**src/rtl/dly_pkg.sv**
```systemverilog
`timescale 1ns/1ps
package dly_pkg;
  localparam int NPAIR = 4;
  localparam int NCH   = 2 * NPAIR;
  localparam int NCMB  = 4;

  typedef enum logic [1:0] {ST_IDLE, ST_WAIT, ST_RUN} seq_st_e;

  // Half-open time window test shared by every output generator.
  function automatic logic in_win(input logic [31:0] t, input logic [31:0] lo,
                                  input logic [31:0] hi);
    return (t >= lo) && (t < hi);
  endfunction
endpackage

```
**src/rtl/dly_seq.sv**
```systemverilog
`timescale 1ns/1ps
module dly_seq import dly_pkg::*; #(
  parameter int DW       = 16,
  parameter int LAT_CYC  = 9,
  parameter int HOLD_CYC = 10
) (
  input  logic              clk,
  input  logic              rst_n,
  input  logic              trig_i,
  input  logic [NCH*DW-1:0] dly_i,
  output logic              run_o,
  output logic              busy_o,
  output logic [DW:0]       tcnt_o,
  output logic [NCH*DW-1:0] cap_o,
  output logic [DW-1:0]     maxd_o
);
  localparam int CW = DW + 1;
  localparam int LW = (LAT_CYC > 1) ? $clog2(LAT_CYC) : 1;

  seq_st_e         st;
  logic [LW-1:0]   wcnt;
  logic [CW-1:0]   tcnt;
  logic [DW-1:0]   maxd_q;
  logic [NCH*DW-1:0] cap_q;
  logic [DW-1:0]   in_max;
  logic            accept;
  logic            wait_done;
  logic            run_done;

  always_comb begin
    in_max = '0;
    for (int i = 0; i < NCH; i++)
      if (dly_i[i*DW +: DW] > in_max) in_max = dly_i[i*DW +: DW];
  end

  assign accept    = trig_i && (st == ST_IDLE);
  assign wait_done = (wcnt == LW'(LAT_CYC - 1));
  assign run_done  = ((tcnt + CW'(1)) == (CW'(maxd_q) + CW'(HOLD_CYC)));

  always_ff @(posedge clk) begin
    if (!rst_n) begin
      st     <= ST_IDLE;
      wcnt   <= '0;
      tcnt   <= '0;
      maxd_q <= '0;
      cap_q  <= '0;
    end else begin
      unique case (st)
        ST_IDLE: if (accept) begin
          st     <= ST_WAIT;
          wcnt   <= '0;
          cap_q  <= dly_i;
          maxd_q <= in_max;
        end
        ST_WAIT: if (wait_done) begin
          st   <= ST_RUN;
          tcnt <= '0;
        end else begin
          wcnt <= wcnt + LW'(1);
        end
        ST_RUN: if (run_done) st <= ST_IDLE;
                else          tcnt <= tcnt + CW'(1);
        default: st <= ST_IDLE;
      endcase
    end
  end

  assign run_o  = (st == ST_RUN);
  assign busy_o = (st != ST_IDLE);
  assign tcnt_o = tcnt;
  assign cap_o  = cap_q;
  assign maxd_o = maxd_q;
endmodule

```
**src/rtl/dly_chan.sv**
```systemverilog
`timescale 1ns/1ps
module dly_chan import dly_pkg::*; #(
  parameter int DW       = 16,
  parameter int TAIL_CYC = 3,
  parameter int STB_CYC  = 10
) (
  input  logic          run_i,
  input  logic          inh_i,
  input  logic [DW:0]   tcnt_i,
  input  logic [DW-1:0] dly_i,
  input  logic [DW-1:0] maxd_i,
  output logic          lvl_o,
  output logic          stb_o
);
  logic live;
  assign live  = run_i && !inh_i;
  assign lvl_o = live && in_win(32'(tcnt_i), 32'(dly_i), 32'(maxd_i) + 32'(TAIL_CYC));
  assign stb_o = live && in_win(32'(tcnt_i), 32'(dly_i), 32'(dly_i) + 32'(STB_CYC));
endmodule

```
**src/rtl/dly_pair.sv**
```systemverilog
`timescale 1ns/1ps
module dly_pair import dly_pkg::*; #(
  parameter int DW = 16
) (
  input  logic          run_i,
  input  logic          inh_i,
  input  logic          pol_i,
  input  logic [DW:0]   tcnt_i,
  input  logic [DW-1:0] lead_i,
  input  logic [DW-1:0] trail_i,
  output logic          pulse_o,
  output logic          pin_o
);
  // An empty or reversed window never satisfies lead <= t < trail.
  assign pulse_o = run_i && !inh_i && in_win(32'(tcnt_i), 32'(lead_i), 32'(trail_i));
  assign pin_o   = pulse_o ^ pol_i;
endmodule

```
**src/rtl/dly_pulse_core.sv**
```systemverilog
`timescale 1ns/1ps
module dly_pulse_core import dly_pkg::*; #(
  parameter int DW       = 16,
  parameter int LAT_CYC  = 9,
  parameter int HOLD_CYC = 10,
  parameter int TAIL_CYC = 3,
  parameter int STB_CYC  = 10
) (
  input  logic              clk,
  input  logic              rst_n,
  input  logic              trig_i,
  input  logic [NCH*DW-1:0] dly_i,
  input  logic [NPAIR-1:0]  pol_i,
  input  logic              inh_i,
  output logic              t0_o,
  output logic              busy_o,
  output logic [NPAIR-1:0]  pair_o,
  output logic [NCH-1:0]    lvl_o,
  output logic [NCH-1:0]    stb_o,
  output logic [NCMB-1:0]   cmb_o
);
  logic              run;
  logic [DW:0]       tcnt;
  logic [NCH*DW-1:0] cap_dly;
  logic [DW-1:0]     maxd;
  logic [NPAIR-1:0]  pulse;

  dly_seq #(.DW(DW), .LAT_CYC(LAT_CYC), .HOLD_CYC(HOLD_CYC)) u_seq (
    .clk(clk), .rst_n(rst_n), .trig_i(trig_i), .dly_i(dly_i),
    .run_o(run), .busy_o(busy_o), .tcnt_o(tcnt), .cap_o(cap_dly), .maxd_o(maxd)
  );

  for (genvar n = 0; n < NCH; n++) begin : g_chan
    dly_chan #(.DW(DW), .TAIL_CYC(TAIL_CYC), .STB_CYC(STB_CYC)) u_chan (
      .run_i(run), .inh_i(inh_i), .tcnt_i(tcnt), .dly_i(cap_dly[n*DW +: DW]),
      .maxd_i(maxd), .lvl_o(lvl_o[n]), .stb_o(stb_o[n])
    );
  end

  for (genvar p = 0; p < NPAIR; p++) begin : g_pair
    dly_pair #(.DW(DW)) u_pair (
      .run_i(run), .inh_i(inh_i), .pol_i(pol_i[p]), .tcnt_i(tcnt),
      .lead_i(cap_dly[(2*p)*DW +: DW]), .trail_i(cap_dly[(2*p+1)*DW +: DW]),
      .pulse_o(pulse[p]), .pin_o(pair_o[p])
    );
  end

  assign cmb_o[0] = pulse[0] | pulse[1];
  assign cmb_o[1] = pulse[2] | pulse[3];
  assign cmb_o[2] = pulse[0] | pulse[1] | pulse[2];
  assign cmb_o[3] = |pulse;
  assign t0_o     = run;
endmodule

```
**config.mk**
```make
export PLATFORM = sky130hd
export DESIGN_NAME = dly_pulse_core
export DESIGN_NICKNAME = d
export VERILOG_FILES = /design/src/rtl/dly_pkg.sv /design/src/rtl/dly_seq.sv /design/src/rtl/dly_chan.sv /design/src/rtl/dly_pair.sv /design/src/rtl/dly_pulse_core.sv
export SDC_FILE = /design/constraint.sdc
export NUM_CORES = 1
export LEC_CHECK = 0
export BUFFER_PORTS_ARGS = -buffer_cell sky130_fd_sc_hd__clkbuf_2
export CORE_ASPECT_RATIO = 0.5
export CORE_UTILIZATION = 35
export CTS_BUF_LIST = sky130_fd_sc_hd__clkbuf_4 sky130_fd_sc_hd__clkbuf_8
export DETAILED_ROUTE_END_ITERATION = 16
export PLACE_DENSITY = 0.54
export SYNTH_ARGS = -nofsm -noshare
export SYNTH_HDL_FRONTEND = slang
export SYNTH_SLANG_ARGS = --single-unit
```
**constraint.sdc**
```tcl
create_clock -name clk -period 43.2 [get_ports clk]
set_input_delay 8.64 -clock clk [delete_from_list [all_inputs] [get_ports clk]]
set_output_delay 8.64 -clock clk [all_outputs]
set_load 0.005 [all_outputs]
```
==> results of run 1 <==
## synthesized netlist by cell type (all sizes together) (3+ instances only)
master / number / share of area, %
or2: 3 / 0.096
o211ai: 4 / 0.15
dfxtp: 167 / 17
a211o: 3 / 0.13
o21ai: 93 / 2.4
nor3: 57 / 1.5
a211oi: 31 / 1.5
or3: 3 / 0.096
a21oi: 220 / 5.6
inv: 243 / 4.7
nor2: 101 / 1.9
buf: 27 / 1.1
a21o: 144 / 5.5
and4: 9 / 0.40
a221oi: 5 / 0.22
a31oi: 6 / 0.49
nand4: 47 / 1.5
xor2: 30 / 1.3
nor4: 13 / 0.49
o21a: 27 / 1.0
nand2: 337 / 6.5
mux2: 47 / 2.8
a2111oi: 5 / 0.32
o2111ai: 5 / 0.22
ha: 393 / 25
nand4b: 4 / 0.18
mux2i: 47 / 2.4
xnor2: 145 / 6.5
clkbuf: 76 / 1.5
and2: 5 / 0.16
o31a: 3 / 0.13
nor2b: 40 / 1.3
o31ai: 6 / 0.23
nand2b: 40 / 1.3
nor3b: 3 / 0.12
o21bai: 14 / 0.54
nand3: 58 / 1.5
and3: 18 / 0.60
## power groups by stage
stage	logic [mW]	clock network [mW]	registers [mW]
CTS	0.376	0.125	0.195
global route	0.420	0.131	0.198
finish	0.378	0.122	0.195
global placement	0.370	0	0.198
floorplan	0.285	0	0.189
detailed placement	0.373	0	0.198
## layer usage
layer / routed length, um / track usage [%] / share of wire, % / vias up
li1: - / - / - / 8907
met1: 30900 / 31.4 / 49 / 8247
met2: 28500 / 37.0 / 45 / 334
met3: 2620 / 2.49 / 4.1 / 65
met4: 1320 / 5.53 / 2.1 / 2
met5: 16 / 0 / 0.025 / -
## kinds of logic (layout without fill, tap and decap cells)
kind of cell,after synthesis,after routing
simple gates,741,741
compound gates,582,582
fa+ha+maj,395,395
buf+inv,347,463
xor+xnor,175,175
flops,167,167
mux,94,94
## tightest hold or removal path: stages, from the launching register on
cell	delay [ns]
dfxtp_1	0.32
nand2_1	0.05
a21oi_1	0.05
## how the worst min path moves through the flow
stage | startpoint | endpoint | cells past startpoint
floorplan | u_seq.cap_o[110] | u_seq.cap_o[110] | 2
global placement | u_seq.cap_o[110] | u_seq.cap_o[110] | 2
detailed placement | u_seq.cap_o[126] | u_seq.cap_o[126] | 2
CTS | u_seq.cap_o[126] | u_seq.cap_o[126] | 2
global route | u_seq.cap_o[112] | u_seq.cap_o[112] | 2
finish | u_seq.cap_o[126] | u_seq.cap_o[126] | 2
## area by class of cell
type                    count  area (um^2)
repair buffers            187         1000
multi-input cells        1987        14800
well taps                 744          931
inverters                 244          918
clock buffers              17          234
flip-flops and latches    167         3340
fillers                  5738        33100
clock inverters            15          164
## flip-flops by register name, summed over array words and instances, names as in the netlist
register / cells
u_seq.cap_o: 128
u_seq.maxd_o: 16
u_seq.st: 2
u_seq.tcnt_o: 17
u_seq.wcnt: 4
==> flow_summary_export.csv, run 1 <==
group,metric,value,unit
flow_run,maxCapViolCount,0,
pwr,powerDensity,32.4,nW/um^2
grt,grt_pass1_wl,98400,um
drt,dr.pass1.iters,5,
pwr,ir_drop,0.0223,mV
logic_synthesis,synth_flop_cell,"dfxtp_1",
timing,period_share,60.8,%
setup_path,critPathMaxStageDelay,0.60,ns
timing,whs,0.462,ns
setup_path,crit_family,"compound AO/OA/AOI/OAI gates",
setup_path,crit_path_end,"u_seq.maxd_o[1]",
layout,post-route-util,39.3,%
floorplan,die_h,169,um
layout,fin_nets,3133,
logic_synthesis,synth_seq_area_share,17.1,%
grt,antenna_found_initial,1,
setup_path,critical_path.max_fanout,17,
logic_synthesis,synth_xor_area_share,7.87,%
grt,grt.total_usage,22.5,%
timing,period_minus_slack,26.26,ns
pwr,pwr-share-seq,28.1,%
layout,fin_cells,3361,
clock_network,htreeDepth,4,
clock_network,cts_tree,"built",
pwr,leakage,10.4,nW
floorplan,rows,60,
logic_synthesis,yosys_warnings,0,
logic_synthesis,syn_area,19600,um^2
pwr,switchingPower,0.314,mW
layout,areaGrowthSynthToFinish,9.45,%
timing,setup_tns,0,ns
clock_network,clk_pin_slew,0.10,ns
setup_path,path_depth,83,
timing,fin_skew,0.0207,ns
layout,diodes,0,
logic_synthesis,synth-async-reset-ratio,0,%
logic_synthesis,synth_top_family_by_area,"adder cells",
drt,drt_iter0_markers,1142,
grt,grt_overflow,0,
floorplan,dieArea,56900,um^2
floorplan,initial_core_util,35.9,%
setup_path,r2r_setup_slack,38.64,ns
logic_synthesis,synth_compound_gate_area_share,19.7,%
run_status,status,"completed",
setup_path,path_buf_inv,7,
setup_path,critPathCaptureType,"register",
logic_synthesis,syn_area_per_cell,7.83,um^2
floorplan,core_area,54500,um^2
timing,finalSetupViolCount,0,
setup_path,startpoint_type,"input port",
logic_synthesis,syn_nets,3030,
grt,grt_max_degree,84,
place,postPlaceCellArea,21000,um^2
place,dp.cells,3329,
timing,fmax,0.0381,GHz
pwr,clockPowerShare,17.6,%
layout,drive_gt1_share,10.7,%
setup_path,rr_startpoint,"u_seq.tcnt_o[1]",
timing,drv_slew,0,
clock_network,cts_setup_buffers,0,
clock_network,cts.repair.resized,0,
clock_network,cts_num_sinks,167,
worst_hold_path,hp-class,"reg2reg",
clock_network,cts_hold_buffers,0,
pwr,internal_power,0.381,mW
drt,antenna_left,0,
drt,vias,17600,
logic_synthesis,synth_edf_count,0,
grt,first_global_vias,16800,
logic_synthesis,synth-seq-cells,167,
timing,finalHoldViolCount,0,
drt,drt-vias-per-instance,5.22,
clock_network,clk_latency,0.51,ns
place,io_buffer_count,161,
floorplan,ioPinCount,162,
setup_path,worst_r2r_endpoint,"u_seq.tcnt_o[12]",
drt,wl_per_cell,18.9,um
pwr,p_comb_share,54.3,%
layout,final_common_cell,"ha_1",
drt,wl,63400,um
timing,slew-limit-headroom,31.0,%
layout,final_cell_area,21400,um^2
setup_path,arrival,26.70,ns
clock_network,cts.path.max_buffers,2,
logic_synthesis,synthAdderAreaFrac,25.2,%
logic_synthesis,synth_cell_types,77,
clock_network,cts-root-buf,"clkbuf_8",
drt,drc,0,
pwr,swShare,45.1,%
timing,tightest_slew,1.04,ns
layout,layout_common_cells,"393 x ha_1, 336 x nand2_1, 243 x inv_1",
logic_synthesis,synth_mux_area_share,5.26,%
setup_path,cp.required,43.64,ns
setup_path,crit_type,"in2reg",
place,place_congestion,0.895,
floorplan,die_w,336,um
pwr,finalPower,0.695,mW
logic_synthesis,syn_inst,2501,
place,dp.final_hpwl,49400,um
setup_path,crit_slowest_cell,"a41oi_4",
setup_path,crit_start,"dly_i[7]",
place,pre_cts_ws,16.61,ns
logic_synthesis,yosys.area_share.simple,17.7,%
setup_path,path_common_cell,"a21o_1",
clock_network,numCtsBuffers,17,
setup_path,reg2reg_depth,21,
timing,worst_slack,16.94,ns
timing,rsz0062_at_grt,"false",
Power figures use the tool's default switching activity.
==> run 2, diff against run 1 <==
--- a/config.mk
+++ b/config.mk
@@ -5,12 +5,13 @@
 export SDC_FILE = /design/constraint.sdc
 export NUM_CORES = 1
 export LEC_CHECK = 0
+export ABC_AREA = 1
 export BUFFER_PORTS_ARGS = -buffer_cell sky130_fd_sc_hd__clkbuf_2
 export CORE_ASPECT_RATIO = 0.5
 export CORE_UTILIZATION = 35
 export CTS_BUF_LIST = sky130_fd_sc_hd__clkbuf_4 sky130_fd_sc_hd__clkbuf_8
 export DETAILED_ROUTE_END_ITERATION = 16
-export PLACE_DENSITY = 0.54
+export PLACE_DENSITY = 0.56
 export SYNTH_ARGS = -nofsm -noshare
 export SYNTH_HDL_FRONTEND = slang
 export SYNTH_SLANG_ARGS = --single-unit
==> constraint.sdc (replaced) <==
create_clock -name clk -period 22.5 [get_ports clk]
set_input_delay 4.5 -clock clk [delete_from_list [all_inputs] [get_ports clk]]
set_output_delay 4.5 -clock clk [all_outputs]
set_load 0.005 [all_outputs]
==> flow_summary_export.csv, run 2 <==
group,metric,value,unit
timing,slew-limit-headroom,21.4,%
clock_network,cts.path.max_buffers,2,
logic_synthesis,synth_seq_area_share,17.8,%
drt,drt-vias-per-instance,5.27,
clock_network,clk_pin_slew,0.10,ns
setup_path,critPathMaxStageDelay,0.77,ns
layout,drive_gt1_share,8.86,%
layout,largest_reg_flops,128,
clock_network,cts_hold_buffers,0,
setup_path,crit_family,"simple AND/OR/NAND/NOR gates",
floorplan,core_area,52400,um^2
timing,finalSetupViolCount,0,
drt,wl_per_cell,18.4,um
grt,grt_max_degree,105,
setup_path,crit_type,"in2reg",
floorplan,initial_core_util,35.7,%
place,dp.final_hpwl,50900,um
setup_path,path_buf_inv,4,
grt,first_global_vias,17700,
clock_network,cts.repair.resized,0,
setup_path,cp.required,22.85,ns
layout,final_common_cell,"nand2_1",
floorplan,die_h,166,um
timing,fmax,0.0536,GHz
timing,whs,0.508,ns
logic_synthesis,syn_nets,3197,
setup_path,critPathCaptureType,"register",
clock_network,cts_tree,"built",
logic_synthesis,synth_cell_types,49,
logic_synthesis,netlist_top_cells_count,"428 x nand2_1, 393 x ha_1, 309 x inv_1",
setup_path,critical_path.max_fanout,32,
logic_synthesis,syn_inst,2668,
logic_synthesis,yosys_warnings,0,
drt,vias,18400,
layout,fin_nets,3304,
timing,setup_tns,0,ns
grt,grt_pass1_wl,99700,um
place,io_buffer_count,161,
drt,drc,1,
floorplan,ioPinCount,162,
clock_network,numCtsBuffers,17,
floorplan,die_w,329,um
drt,drt_iter0_markers,1161,
layout,areaGrowthSynthToFinish,9.67,%
drt,dr.pass1.iters,11,
clock_network,cts_num_sinks,167,
run_status,status,"finished, violations left",
pwr,powerDensity,111,nW/um^2
drt,antenna_left,0,
timing,period_share,82.8,%
timing,fin_skew,0.0181,ns
clock_network,cts_setup_buffers,0,
logic_synthesis,synth_top_area_cell,"ha_1",
logic_synthesis,syn_area_per_cell,7.02,um^2
timing,rsz0062_at_grt,"false",
run_status,violations,"DRC",
floorplan,rows,59,
logic_synthesis,synth-async-reset-ratio,0,%
layout,layout_common_cells,"427 x nand2_1, 393 x ha_1, 309 x inv_1",
grt,grt.total_usage,23.5,%
worst_hold_path,hp-class,"reg2reg",
pwr,ir_drop,0.0529,mV
logic_synthesis,synth_edf_count,0,
logic_synthesis,synth_most_common_cell,"nand2_1",
pwr,leakage,9.76,nW
setup_path,crit_slowest_cell,"a2111oi_0",
timing,period_minus_slack,18.64,ns
drt,wl,64400,um
place,place_congestion,0.952,
setup_path,startpoint_type,"input port",
grt,grt_overflow,0,
logic_synthesis,synth-seq-cells,167,
logic_synthesis,ys_top_cells_by_area,"ha_1 26%, dfxtp_1 18%, nand2_1 8.6%",
logic_synthesis,syn_area,18700,um^2
grt,antenna_found_initial,2,
timing,worst_slack,3.86,ns
timing,tightest_slew,1.18,ns
setup_path,path_common_cell,"nand2_1",
logic_synthesis,synth_top_area_share,26.2,%
place,pre_cts_ws,3.49,ns
floorplan,dieArea,54500,um^2
setup_path,r2r_setup_slack,18.26,ns
clock_network,cts-root-buf,"clkbuf_8",
setup_path,arrival,18.99,ns
timing,finalHoldViolCount,0,
clock_network,clk_latency,0.51,ns
logic_synthesis,synth_flop_cell,"dfxtp_1",
clock_network,htreeDepth,4,
timing,drv_slew,0,
flow_run,maxCapViolCount,0,
-- run 2: final cells by class --
class	count	area, um^2
Fill cell	5606	31900
Multi-Input combinational cell	2089	13800
Sequential cell	167	3340
Inverter	314	1180
Timing Repair Buffer	186	996
Tap cell	701	877
Clock buffer	19	255
Clock inverter	13	125
Antenna cell	1	2.50
-- run 2: final timing paths --
kind / start / endpoint / cells past startpoint
setup reg to reg: u_seq.tcnt_o[3] / u_seq.tcnt_o[11] / 22
hold / removal: u_seq.maxd_o[11] / u_seq.maxd_o[11] / 2
setup / recovery: dly_i[7] / u_seq.maxd_o[1] / 65
hold reg to reg: u_seq.maxd_o[11] / u_seq.maxd_o[11] / 2
-- run 2: through the flow --
stage	util (%)	std cells	total power, mW	instance area [um^2]
finish	39.2	3490	2.27	20500
CTS	39.2	3489	2.27	20500
floorplan	-	2668	1.59	18700
detailed placement	38.5	3457	2.04	20200
global route	39.2	3490	2.54	20500
global placement	38.5	3457	2.01	20200
-- run 2: cell families (layout without fill, tap and decap cells) --
logic type                 Yosys count  in the layout  synth area share, %
and+or+nand+nor                    853            853                 19.9
other                                0              1                    0
adders and majority gates          393            393                 26.2
DFF                                167            167                 17.8
buffers and inverters              412            532                 8.70
AOI/OAI and AO/OA                  695            695                 20.4
xor gates and xnor gates           148            148                 6.92
-- run 2: worst reg2reg max path, stage by stage, from the launching register on --
cell,delay (ns)
dfxtp_1,0.47
buf_4,0.42
inv_1,0.12
nor2_1,0.11
inv_1,0.06
nor2_1,0.08
inv_1,0.07
nor2_1,0.09
inv_1,0.06
nor2_1,0.08
inv_1,0.10
nand2_1,0.07
inv_1,0.06
a2111oi_0,0.31
o21ai_0,0.16
nor4_1,0.36
nand3b_1,0.17
nor3_1,0.16
nand4_1,0.25
o211ai_1,0.25
buf_4,0.35
a31oi_1,0.09
a211oi_1,0.23
-- run 2: report_power, final --
part           total [mW]  internal, mW  switching (mW)  leakage, nW
logic                1.60         0.567            1.03         8.19
clock network       0.227        0.0928           0.134        0.190
registers           0.449         0.377          0.0723         1.38
-- run 2: layer usage --
layer | vias to the layer above | share of wire, % | track usage (%) | wire length (um)
met3 | 75 | 4.1 | 2.68 | 2650
met1 | 8531 | 46 | 30.5 | 29400
met2 | 400 | 47 | 40.7 | 30600
met4 | 0 | 2.8 | 6.94 | 1770
met5 | - | 0 | 0 | 0
li1 | 9379 | - | - | -
==> run 3, diff against run 2 <==
==> constraint.sdc (replaced) <==
create_clock -name clk -period 16.6 [get_ports clk]
set_input_delay 3.32 -clock clk [delete_from_list [all_inputs] [get_ports clk]]
set_output_delay 3.32 -clock clk [all_outputs]
set_load 0.005 [all_outputs]
==> flow_summary_export.csv, run 3 (same netlist as run 2, synthesis figures left out) <==
group,metric,value,unit
grt,antenna_found_initial,1,
worst_hold_path,hp-class,"reg2reg",
floorplan,core_area,52400,um^2
clock_network,htreeDepth,4,
grt,grt.total_usage,23.1,%
floorplan,die_h,166,um
timing,worst_slack,1.16,ns
timing,tightest_slew,0.982,ns
setup_path,rr_startpoint,"u_seq.tcnt_o[2]",
timing,setup_tns,0,ns
grt,grt_max_degree,103,
clock_network,clk_latency,0.50,ns
floorplan,die_w,329,um
worst_hold_path,hold_start,"u_seq.st[0]",
setup_path,critPathMaxStageDelay,0.54,ns
timing,fin_skew,0.0238,ns
setup_path,r2r_setup_slack,12.57,ns
pwr,ir_drop,0.0557,mV
layout,drive_gt1_share,9.39,%
layout,final_common_cell,"nand2_1",
setup_path,crit_start,"dly_i[14]",
layout,areaGrowthSynthToFinish,10.4,%
clock_network,cts-root-buf,"clkbuf_8",
setup_path,crit_slowest_cell,"or4_1",
place,place_congestion,0.929,
grt,grt_pass1_wl,97800,um
run_status,status,"finished, violations left",
setup_path,cp.required,16.96,ns
flow_run,maxCapViolCount,0,
drt,wl_per_cell,18.0,um
floorplan,rows,59,
timing,period_minus_slack,15.44,ns
timing,finalHoldViolCount,0,
timing,finalSetupViolCount,0,
clock_network,numCtsBuffers,17,
timing,whs,0.499,ns
setup_path,reg2reg_depth,20,
layout,fin_nets,3318,
clock_network,cts_tree,"built",
place,pre_cts_ws,-0.143,ns
grt,grt_overflow,0,
pwr,powerDensity,150,nW/um^2
layout,fin_cells,3504,
floorplan,ioPinCount,162,
setup_path,crit_type,"in2reg",
timing,fmax,0.0648,GHz
clock_network,cts_num_sinks,167,
run_status,violations,"DRC",
setup_path,arrival,15.80,ns
drt,drt_iter0_markers,1189,
drt,drt-vias-per-instance,5.25,
clock_network,cts.path.max_buffers,2,
timing,slew-limit-headroom,34.5,%
setup_path,critPathCaptureType,"register",
place,postPlaceCellArea,20300,um^2
layout,fillers,5596,
place,dp.cells,3470,
worst_hold_path,worstHoldPathCells,2,
setup_path,critical_path.max_fanout,32,
layout,final_cell_area,20700,um^2
pwr,leakage,9.83,nW
drt,dr.pass1.iters,14,
setup_path,path_common_cell,"nand2_1",
setup_path,worst_r2r_endpoint,"u_seq.tcnt_o[14]",
clock_network,cts_setup_buffers,0,
place,io_buffer_count,161,
worst_hold_path,holdPathEnd,"u_seq.st[0]",
layout,largest_reg_flops,128,
drt,antenna_left,0,
grt,first_global_vias,17500,
place,dp.final_hpwl,50100,um
drt,drc,1,
floorplan,initial_core_util,35.7,%
layout,layout_common_cells,"426 x nand2_1, 393 x ha_1, 309 x inv_1",
timing,drv_slew,0,
timing,period_share,93.0,%
drt,vias,18400,
floorplan,dieArea,54500,um^2
clock_network,clk_pin_slew,0.11,ns
drt,wl,63000,um
setup_path,startpoint_type,"input port",
==> run 3: cell types whose count changed in the layout (fill, tap and decap cells not counted), moves of 2 or more <==
cell      before  now
nand2_2       12   10
o21ai_1        1    3
clkinv_4       6    3
o21ai_0      281  278
nand2_4        3    7
buf_4         26   39
==> run 3: where the power goes <==
| group | internal, mW | switching (mW) |
|---|---|---|
| logic | 0.783 | 1.40 |
| registers | 0.511 | 0.0939 |
| clock network | 0.137 | 0.182 |
| total | 1.43 | 1.67 |
==> run 3: how the worst max path moves through the flow <==
stage / to / slack, ns
floorplan: u_seq.maxd_o[12] / 1.40
global placement: u_seq.maxd_o[0] / 0.05
detailed placement: u_seq.maxd_o[0] / -0.14
CTS: u_seq.maxd_o[0] / 0.32
global route: u_seq.maxd_o[11] / -0.01
finish: u_seq.maxd_o[0] / 1.16
==> run 3: area by class of cell <==
type | count | area [um^2] | share of cell area [%]
diodes | 1 | 2.50 | 0.0121
clock buffers | 18 | 241 | 1.17
clock inverters | 14 | 150 | 0.726
inverters | 314 | 1180 | 5.70
multi-input cells | 2090 | 13800 | 66.7
flip-flops and latches | 167 | 3340 | 16.2
well taps | 701 | 877 | 4.24
repair buffers | 199 | 1090 | 5.29
==> run 3: through the flow <==
step	util, %	power [mW]
floorplan	-	2.16
global route	39.5	3.46
detailed placement	38.7	2.76
finish	39.5	3.10
CTS	39.4	3.09
global placement	38.7	2.73
==> run 3: repair_timing <==
item / CTS / global route
hold buffers: 0 / 0
setup endpoints to repair: 0 / 16
gates resized for setup: 0 / 10
endpoints found under the hold margin: 0 / 0
==> run 3: worst max-delay path, delay by kind of cell <==
family | cells | cell delay [ns]
AO/OA/AOI/OAI | 18 | 3.51
adder cells (fa/ha/maj) | 7 | 2.32
buffers and inverters | 8 | 0.95
AND/OR/NAND/NOR | 40 | 5.66
==> run 3: routing by layer <==
layer / routed length [um] / track usage, %
met3: 3020 / 2.98
met5: 0 / 0
met2: 29200 / 39.0
met4: 2440 / 8.80
met1: 28300 / 29.7
